File: src/rtl/abu_pkg.sv
package abu_pkg;
    localparam logic [1:0] ADDR_DATA = 2'd0;
    localparam logic [1:0] ADDR_DIV  = 2'd1;
    localparam logic [1:0] ADDR_CTRL = 2'd2;
    localparam logic [1:0] ADDR_STAT = 2'd3;

    typedef enum logic [1:0] {TX_IDLE, TX_START, TX_DATA, TX_STOP} tx_state_e;
    typedef enum logic [2:0] {RX_IDLE, RX_START, RX_DATA, RX_STOP, RX_HOLD_LOW} rx_state_e;
    typedef enum logic [1:0] {AB_OFF, AB_ARM, AB_EDGE, AB_MEASURE} ab_state_e;
endpackage

File: src/rtl/abu_tick_gen.sv
module abu_tick_gen #(
    parameter int DIV_W = 16
) (
    input  logic             clk,
    input  logic             rst_n,
    input  logic [DIV_W-1:0] divisor,
    output logic             tick
);
    logic [DIV_W-1:0] cnt;

    // fires once every divisor+1 clocks; >= tolerates a divisor lowered mid-count
    assign tick = (cnt >= divisor);

    always_ff @(posedge clk or negedge rst_n) begin
        if (!rst_n)    cnt <= '0;
        else if (tick) cnt <= '0;
        else           cnt <= cnt + 1'b1;
    end
endmodule

File: src/rtl/abu_tx.sv
module abu_tx
    import abu_pkg::*;
#(
    parameter int PH_W = 4
) (
    input  logic       clk,
    input  logic       rst_n,
    input  logic       tick,
    input  logic       hold_full,
    input  logic [7:0] hold_data,
    output logic       take,
    output logic       busy,
    output logic       txd
);
    localparam logic [PH_W-1:0] PH_LAST = '1;

    tx_state_e       st, st_nx;
    logic [PH_W-1:0] ph;
    logic [2:0]      bitn;
    logic [7:0]      sh;
    logic            ph_end;

    assign take   = (st == TX_IDLE) && tick && hold_full;
    assign ph_end = tick && (ph == PH_LAST);
    assign busy   = (st != TX_IDLE);

    always_comb begin
        st_nx = st;
        unique case (st)
            TX_IDLE:  if (take) st_nx = TX_START;
            TX_START: if (ph_end) st_nx = TX_DATA;
            TX_DATA:  if (ph_end && bitn == 3'd7) st_nx = TX_STOP;
            TX_STOP:  if (ph_end) st_nx = TX_IDLE;
            default:  st_nx = TX_IDLE;
        endcase
    end

    always_ff @(posedge clk or negedge rst_n) begin
        if (!rst_n) st <= TX_IDLE;
        else        st <= st_nx;
    end

    always_ff @(posedge clk or negedge rst_n) begin
        if (!rst_n) begin
            txd  <= 1'b1;
            ph   <= '0;
            bitn <= '0;
            sh   <= '0;
        end else if (take) begin
            sh  <= hold_data;
            txd <= 1'b0;
            ph  <= '0;
        end else if (tick && st != TX_IDLE) begin
            ph <= ph + 1'b1;
            if (ph == PH_LAST) begin
                unique case (st)
                    TX_START: begin
                        txd  <= sh[0];
                        bitn <= '0;
                    end
                    TX_DATA: begin
                        if (bitn == 3'd7) begin
                            txd <= 1'b1;
                        end else begin
                            sh   <= sh >> 1;
                            txd  <= sh[1];
                            bitn <= bitn + 1'b1;
                        end
                    end
                    default: txd <= 1'b1;
                endcase
            end
        end
    end
endmodule

File: src/rtl/abu_rx.sv
module abu_rx
    import abu_pkg::*;
#(
    parameter int PH_W = 4
) (
    input  logic       clk,
    input  logic       rst_n,
    input  logic       tick,
    input  logic       en,
    input  logic       rx_s,
    output logic       done,
    output logic [7:0] data,
    output logic       ferr
);
    localparam logic [PH_W-1:0] PH_LAST = '1;
    localparam logic [PH_W-1:0] PH_MID  = PH_W'((1 << (PH_W - 1)) - 1);

    rx_state_e       st, st_nx;
    logic [PH_W-1:0] ph;
    logic [2:0]      bitn;
    logic [7:0]      sh;
    logic            ph_end;

    assign ph_end = tick && (ph == PH_LAST);

    always_comb begin
        st_nx = st;
        unique case (st)
            RX_IDLE:     if (tick && !rx_s) st_nx = RX_START;
            RX_START:    if (tick && ph == PH_MID) st_nx = rx_s ? RX_IDLE : RX_DATA;
            RX_DATA:     if (ph_end && bitn == 3'd7) st_nx = RX_STOP;
            RX_STOP:     if (ph_end) st_nx = rx_s ? RX_IDLE : RX_HOLD_LOW;
            RX_HOLD_LOW: if (rx_s) st_nx = RX_IDLE;
            default:     st_nx = RX_IDLE;
        endcase
        if (!en) st_nx = RX_IDLE;
    end

    always_ff @(posedge clk or negedge rst_n) begin
        if (!rst_n) st <= RX_IDLE;
        else        st <= st_nx;
    end

    always_ff @(posedge clk or negedge rst_n) begin
        if (!rst_n) begin
            ph   <= '0;
            bitn <= '0;
            sh   <= '0;
            data <= '0;
            ferr <= 1'b0;
            done <= 1'b0;
        end else begin
            done <= 1'b0;
            if (st == RX_IDLE) begin
                ph   <= '0;
                bitn <= '0;
            end else if (tick) begin
                unique case (st)
                    RX_START: ph <= (ph == PH_MID) ? '0 : ph + 1'b1;
                    RX_DATA: begin
                        ph <= ph + 1'b1;
                        if (ph == PH_LAST) begin
                            sh   <= {rx_s, sh[7:1]};
                            bitn <= bitn + 1'b1;
                        end
                    end
                    RX_STOP: begin
                        ph <= ph + 1'b1;
                        if (ph == PH_LAST) begin
                            done <= en;
                            data <= sh;
                            ferr <= !rx_s;
                        end
                    end
                    default: ph <= '0;
                endcase
            end
        end
    end
endmodule

File: src/rtl/abu_autobaud.sv
module abu_autobaud
    import abu_pkg::*;
#(
    parameter int DIV_W = 16,
    parameter int PH_W  = 4
) (
    input  logic             clk,
    input  logic             rst_n,
    input  logic             en,
    input  logic             rx_s,
    output logic             done,
    output logic [DIV_W-1:0] div_out
);
    localparam int               CNT_W = DIV_W + PH_W + 1;
    localparam logic [CNT_W-1:0] CNT_MAX = '1;
    localparam logic [CNT_W:0]   HALF = (CNT_W+1)'(1) << (PH_W - 1);
    localparam logic [DIV_W+1:0] Q_LIM = (DIV_W+2)'(1) << DIV_W;

    ab_state_e        st, st_nx;
    logic [CNT_W-1:0] cnt;
    logic [DIV_W+1:0] q;

    assign done = (st == AB_MEASURE) && rx_s;

    always_comb begin
        st_nx = st;
        unique case (st)
            AB_OFF:     if (en) st_nx = AB_ARM;
            AB_ARM:     if (rx_s) st_nx = AB_EDGE;
            AB_EDGE:    if (!rx_s) st_nx = AB_MEASURE;
            AB_MEASURE: if (rx_s) st_nx = AB_OFF;
            default:    st_nx = AB_OFF;
        endcase
        if (!en) st_nx = AB_OFF;
    end

    always_ff @(posedge clk or negedge rst_n) begin
        if (!rst_n) st <= AB_OFF;
        else        st <= st_nx;
    end

    always_ff @(posedge clk or negedge rst_n) begin
        if (!rst_n) begin
            cnt <= '0;
        end else if (st == AB_EDGE && !rx_s) begin
            cnt <= CNT_W'(1);
        end else if (st == AB_MEASURE && !rx_s && cnt != CNT_MAX) begin
            cnt <= cnt + 1'b1;
        end
    end

    // rounded low time in bit units, minus one, saturated to the divisor width
    always_comb begin
        q = (DIV_W+2)'(({1'b0, cnt} + HALF) >> PH_W);
        if (q == '0)       div_out = '0;
        else if (q > Q_LIM) div_out = '1;
        else               div_out = DIV_W'(q - 1'b1);
    end
endmodule

File: src/rtl/autobaud_uart.sv
module autobaud_uart
    import abu_pkg::*;
#(
    parameter int               DIV_W     = 16,
    parameter int               PH_W      = 4,
    parameter logic [DIV_W-1:0] RESET_DIV = DIV_W'(259)
) (
    input  logic        clk,
    input  logic        rst_n,
    input  logic        reg_wr,
    input  logic        reg_rd,
    input  logic [1:0]  reg_addr,
    input  logic [15:0] reg_wdata,
    output logic [15:0] reg_rdata,
    input  logic        rxd,
    output logic        txd,
    output logic        irq_tx,
    output logic        irq_rx
);
    logic             rx_m, rx_s, tick;
    logic [DIV_W-1:0] divisor, ab_div;
    logic             ab_en, ab_load, ab_done_flag;
    logic             tx_ie, rx_ie;
    logic [7:0]       tx_hold;
    logic             tx_hold_full, tx_take, tx_busy;
    logic             rx_done, rx_ferr;
    logic [7:0]       rx_byte, rx_buf;
    logic             rx_full, ovr_flag, fe_flag;
    logic             wr_data, wr_div, wr_ctrl, wr_stat, rd_data;

    assign wr_data = reg_wr && reg_addr == ADDR_DATA;
    assign wr_div  = reg_wr && reg_addr == ADDR_DIV;
    assign wr_ctrl = reg_wr && reg_addr == ADDR_CTRL;
    assign wr_stat = reg_wr && reg_addr == ADDR_STAT;
    assign rd_data = reg_rd && reg_addr == ADDR_DATA;

    always_ff @(posedge clk or negedge rst_n) begin
        if (!rst_n) begin
            rx_m <= 1'b1;
            rx_s <= 1'b1;
        end else begin
            rx_m <= rxd;
            rx_s <= rx_m;
        end
    end

    abu_tick_gen #(.DIV_W(DIV_W)) u_tick (
        .clk(clk), .rst_n(rst_n), .divisor(divisor), .tick(tick)
    );

    abu_tx #(.PH_W(PH_W)) u_tx (
        .clk(clk), .rst_n(rst_n), .tick(tick),
        .hold_full(tx_hold_full), .hold_data(tx_hold),
        .take(tx_take), .busy(tx_busy), .txd(txd)
    );

    abu_rx #(.PH_W(PH_W)) u_rx (
        .clk(clk), .rst_n(rst_n), .tick(tick), .en(!ab_en), .rx_s(rx_s),
        .done(rx_done), .data(rx_byte), .ferr(rx_ferr)
    );

    abu_autobaud #(.DIV_W(DIV_W), .PH_W(PH_W)) u_ab (
        .clk(clk), .rst_n(rst_n), .en(ab_en), .rx_s(rx_s),
        .done(ab_load), .div_out(ab_div)
    );

    // divisor and control
    always_ff @(posedge clk or negedge rst_n) begin
        if (!rst_n) begin
            divisor <= RESET_DIV;
            ab_en   <= 1'b0;
            tx_ie   <= 1'b0;
            rx_ie   <= 1'b0;
        end else begin
            if (ab_load)     divisor <= ab_div;
            else if (wr_div) divisor <= reg_wdata[DIV_W-1:0];
            if (wr_ctrl) begin
                tx_ie <= reg_wdata[1];
                rx_ie <= reg_wdata[2];
            end
            if (ab_load)      ab_en <= 1'b0;
            else if (wr_ctrl) ab_en <= reg_wdata[0];
        end
    end

    // transmit holding register
    always_ff @(posedge clk or negedge rst_n) begin
        if (!rst_n) begin
            tx_hold      <= '0;
            tx_hold_full <= 1'b0;
        end else if (tx_take) begin
            tx_hold_full <= 1'b0;
        end else if (wr_data && !tx_hold_full) begin
            tx_hold      <= reg_wdata[7:0];
            tx_hold_full <= 1'b1;
        end
    end

    // receive holding register and sticky flags
    always_ff @(posedge clk or negedge rst_n) begin
        if (!rst_n) begin
            rx_buf       <= '0;
            rx_full      <= 1'b0;
            ovr_flag     <= 1'b0;
            fe_flag      <= 1'b0;
            ab_done_flag <= 1'b0;
        end else begin
            if (rx_done && (!rx_full || rd_data)) begin
                rx_buf  <= rx_byte;
                rx_full <= 1'b1;
            end else if (rd_data) begin
                rx_full <= 1'b0;
            end

            if (rx_done && rx_full && !rd_data) ovr_flag <= 1'b1;
            else if (wr_stat && reg_wdata[2])   ovr_flag <= 1'b0;

            if (rx_done && rx_ferr)           fe_flag <= 1'b1;
            else if (wr_stat && reg_wdata[3]) fe_flag <= 1'b0;

            if (ab_load)                      ab_done_flag <= 1'b1;
            else if (wr_stat && reg_wdata[4]) ab_done_flag <= 1'b0;
        end
    end

    always_comb begin
        unique case (reg_addr)
            ADDR_DATA: reg_rdata = 16'(rx_buf);
            ADDR_DIV:  reg_rdata = 16'(divisor);
            ADDR_CTRL: reg_rdata = 16'({rx_ie, tx_ie, ab_en});
            default:   reg_rdata = 16'({!tx_busy, ab_done_flag, fe_flag,
                                        ovr_flag, rx_full, !tx_hold_full});
        endcase
    end

    assign irq_tx = tx_ie && !tx_hold_full;
    assign irq_rx = rx_ie && (rx_full || ab_done_flag);
endmodule

File: config.mk
export PLATFORM = sky130hd
export DESIGN_NAME = autobaud_uart
export DESIGN_NICKNAME = d
export VERILOG_FILES = /design/src/rtl/abu_pkg.sv /design/src/rtl/abu_tick_gen.sv /design/src/rtl/abu_tx.sv /design/src/rtl/abu_rx.sv /design/src/rtl/abu_autobaud.sv /design/src/rtl/autobaud_uart.sv
export SDC_FILE = /design/constraint.sdc
export NUM_CORES = 1
export LEC_CHECK = 0
export BUFFER_PORTS_ARGS = -buffer_cell sky130_fd_sc_hd__buf_2
export CAP_MARGIN = 20
export CORE_MARGIN = 8
export CORE_UTILIZATION = 40
export CTS_BUF_LIST = sky130_fd_sc_hd__clkbuf_4 sky130_fd_sc_hd__clkbuf_8
export DETAILED_ROUTE_END_ITERATION = 16
export PLACE_DENSITY = 0.6
export SYNTH_ARGS = -nofsm -noshare
export SYNTH_HDL_FRONTEND = slang
export SYNTH_SLANG_ARGS = --single-unit
File: constraint.sdc
create_clock -name clk -period 4.79 [get_ports clk]
set_clock_uncertainty 0.05 [all_clocks]
set_input_delay 0.7185 -clock clk [delete_from_list [all_inputs] [get_ports clk]]
set_output_delay 0.7185 -clock clk [all_outputs]
set_load 0.03 [all_outputs]
==> flow_summary_export.csv <==
group,metric,value,unit
timing,relSlewSlack,0.3410,
finish,drive_gt1_frac,0.1911,
detailed_routing,wl_per_cell,17.18,um
detailed_routing,first_pass_iters,5,
detailed_routing,totalWireLength,17950,um
placed_design,placed_area,0.007948,mm^2
clock_network,post_cts_buffers,0,
yosys,synth_edf_count,0,
clock_network,cts_tree,"built",
placed_design,routabilityCongestion,0.8643,
die,die_w,153.8,um
power,power.density,372.8,mW/mm^2
timing,finalSetupViolations,0,
power,p_total,3.105,mW
finish,syn_to_final_growth,9.725,%
die,ioPinCount,42,
timing,slew_viol_final,0,
finish,final_area,0.008329,mm^2
timing,worst_pin_slew,986.0,ps
clock_network,cts_buffer_depth,2,
yosys,ys_seq_area_frac,0.4196,
worst_setup_path,crit_path_start_kind,"flop",
yosys,yosys_warnings,0,
grt,grt_pass1_vias,5566,
yosys,avgSynthCellArea,9.808,um^2
worst_setup_path,path_class,"reg2reg",
grt,grt_pass1_wl,30110,um
clock_network,clkTransAtPathRegs,80,ps
clock_network,htreeDepth,4,
die,fp-row-count,50,
power,p_leak,3.830,nW
grt,grt_remaining_overflow,0,
timing,fmax,299.1,MHz
clock_network,cts_sinks,127,
timing,setup_tns,0,ps
yosys,synthFlopType,"dfrtp_1",
yosys,syn_nets,832,
worst_setup_path,worst_setup_path_end_kind,"flop",
finish,num_antenna_cells,0,
run,maxCapViolCount,0,
timing,period_share,0.6980,
clock_network,clk-insertion-delay-late,450,ps
yosys,netlist_area,0.007591,mm^2
placed_design,dp_hpwl,12970,um
yosys,synth_seq_cells,127,
grt,grt_usage,0.1587,
timing,hold_viol_final,0,
worst_setup_path,cp_max_fo,16,
timing,rsz0062_at_grt,"false",
die,core_area,0.01864,mm^2
yosys,synth-async-reset-ratio,1.000,
clock_network,cts-root-buf,"clkbuf_8",
worst_setup_path,cp_data_arrival_time,3580,ps
detailed_routing,remaining_drc_errors,0,
detailed_routing,ant_nets,0,
clock_network,cts-hold-fix-buffers,0,
worst_setup_path,required,5020,ps
die,initial_core_util,0.4072,
yosys,ys_types,78,
yosys,synthCells,774,
detailed_routing,vias_per_cell,5.379,
detailed_routing,vias,5621,
placed_design,port_buffers,41,
clock_network,cts_resized,0,
detailed_routing,drt-initial-drc-count,426,
die,dieArea,0.02364,mm^2
finish,fin_nets,856,
clock_network,cts_inserted_buffers,17,
die,dieHeight,153.8,um
outcome,outcome,"finished, final reports clean",
grt,grt_max_degree,90,
grt,antenna_found_initial,0,
power,max-vdd-ir-drop,0.0001770,V
timing,min_period,3343,ps
worst_hold_path,hp-class,"in2async",
[synth_stat cells (all sizes together) (3+ instances only)]
library cell	n	area, um^2
nor3	14	75.07
a21oi	25	125.1
a22o	6	52.55
a2111oi	3	45.05
nand3	33	177.7
o221ai	12	148.9
o211ai	3	27.52
dfrtp	121	3028
mux2i	22	220.2
o2bb2ai	5	43.79
ha	35	437.9
nor4b	3	38.79
a31oi	4	25.02
o21ai	27	135.1
mux4	3	67.56
or2	3	18.77
inv	30	112.6
o21a	4	37.53
mux2	36	405.4
a22oi	6	45.04
clkbuf	21	80.07
buf	21	122.6
nor2	84	320.3
nand2	86	322.8
nand4	12	90.09
xor2	26	227.7
dfstp	6	157.7
xnor2	25	219.0
and2	12	75.07
a2bb2oi	3	26.28
or3	8	55.05
nor4	8	92.58
nor2b	12	75.07
and3	11	68.82
nand2b	8	50.05
[layout make-up]
cell class              count  area [um^2]
well taps                 234        292.8
clock inverters            14        133.9
flip-flops and latches    127         3186
clock buffers              18        247.7
inverters                  30        112.6
repair buffers             47        256.5
multi-input cells         575         4100
fillers                  1824        10310
[kinds of logic (layout without fill, tap and decap cells)]
family | after synthesis | in the layout | synth area share
buf+inv | 72 | 109 | 0.04153
simple gates | 302 | 302 | 0.2011
fa+ha+maj | 35 | 35 | 0.05769
compound gates | 126 | 126 | 0.1299
flops | 127 | 127 | 0.4196
mux | 61 | 61 | 0.09131
xor+xnor | 51 | 51 | 0.05884
[cell usage in the layout, fill, tap and decap left out, types with 3 or more instances in the layout]
cell type,instances
ha_1,35
clkbuf_8,18
or2_2,3
a2bb2oi_1,3
o221ai_2,7
dfstp_2,6
o21ai_0,27
clkinv_4,5
nor4_2,3
o21a_1,3
nor4_1,3
o221ai_1,5
a31oi_1,4
nand2b_1,8
or3_1,7
nor2_1,82
mux2_2,36
nand2_1,86
a22oi_1,6
a22o_1,6
buf_2,40
nand4_1,11
and3_1,11
inv_1,30
mux2i_1,22
mux4_2,3
inv_6,4
and2_1,12
dfrtp_1,121
xor2_1,26
nor2b_1,12
buf_4,6
nand3_1,32
a21oi_1,25
o2bb2ai_1,5
nor3_1,13
xnor2_1,25
[registers in the layout, indices dropped and copies added (netlist names), 2 cells and up]
register	count
u_ab.cnt	21
divisor	16
u_tick.cnt	16
rx_buf	8
tx_hold	8
u_rx.data	8
u_rx.sh	8
u_tx.sh	8
u_rx.ph	4
u_tx.ph	4
u_rx.bitn	3
u_rx.st	3
u_tx.bitn	3
u_ab.st	2
u_tx.st	2
[metrics by stage]
step | util | std cells | worst slack [ps] | hold slack (ps)
4_1_cts | 0.4468 | 1045 | 1463 | 282.5
2_1_floorplan | - | 774 | 1830 | 295.2
3_5_place_dp | 0.4263 | 1013 | 1481 | 305.0
5_1_grt | 0.4468 | 1045 | 1183 | 276.3
3_3_place_gp | 0.4263 | 1013 | 1581 | 296.2
6_report | 0.4468 | 1045 | 1447 | 275.1
[worst max-delay path, stage by stage, from the launching register on]
cell and delay (ps):
dfrtp_1 510, ha_1 420, nand4_1 190, nor4_2 490, mux2i_1 270, nand4_1 200
o311ai_4 810, o221ai_1 240
[power by group]
group	internal (mW)	total (mW)	switching, mW
sequential	1.24	1.42	0.185
combinational	0.333	0.776	0.442
clock	0.431	0.909	0.477
[path summary, 6_finish.rpt]
path                             start             end  slack [ps]  cells after the start
max                        u_ab.cnt[3]      divisor[2]        1450                      7
min                              rst_n      u_tx.ph[2]         280                      1
max reg2reg                u_ab.cnt[3]      divisor[2]        1450                      7
min reg2reg                       rx_m            rx_s         310                      0
max in group asynchronous        rst_n  u_tick.cnt[12]        3410                      2
min in group clk                   rxd            rx_m         310                      1
[metal layers]
metal	track usage	vias up	wire, um	share of wire
met3	0.03784	13	697	0.039
li1	-	2780	-	-
met2	0.2479	87	8237	0.46
met4	0.04433	0	233	0.013
met5	0	-	0	0
met1	0.2158	2741	8782	0.49
(Power assumes the default switching activity.)
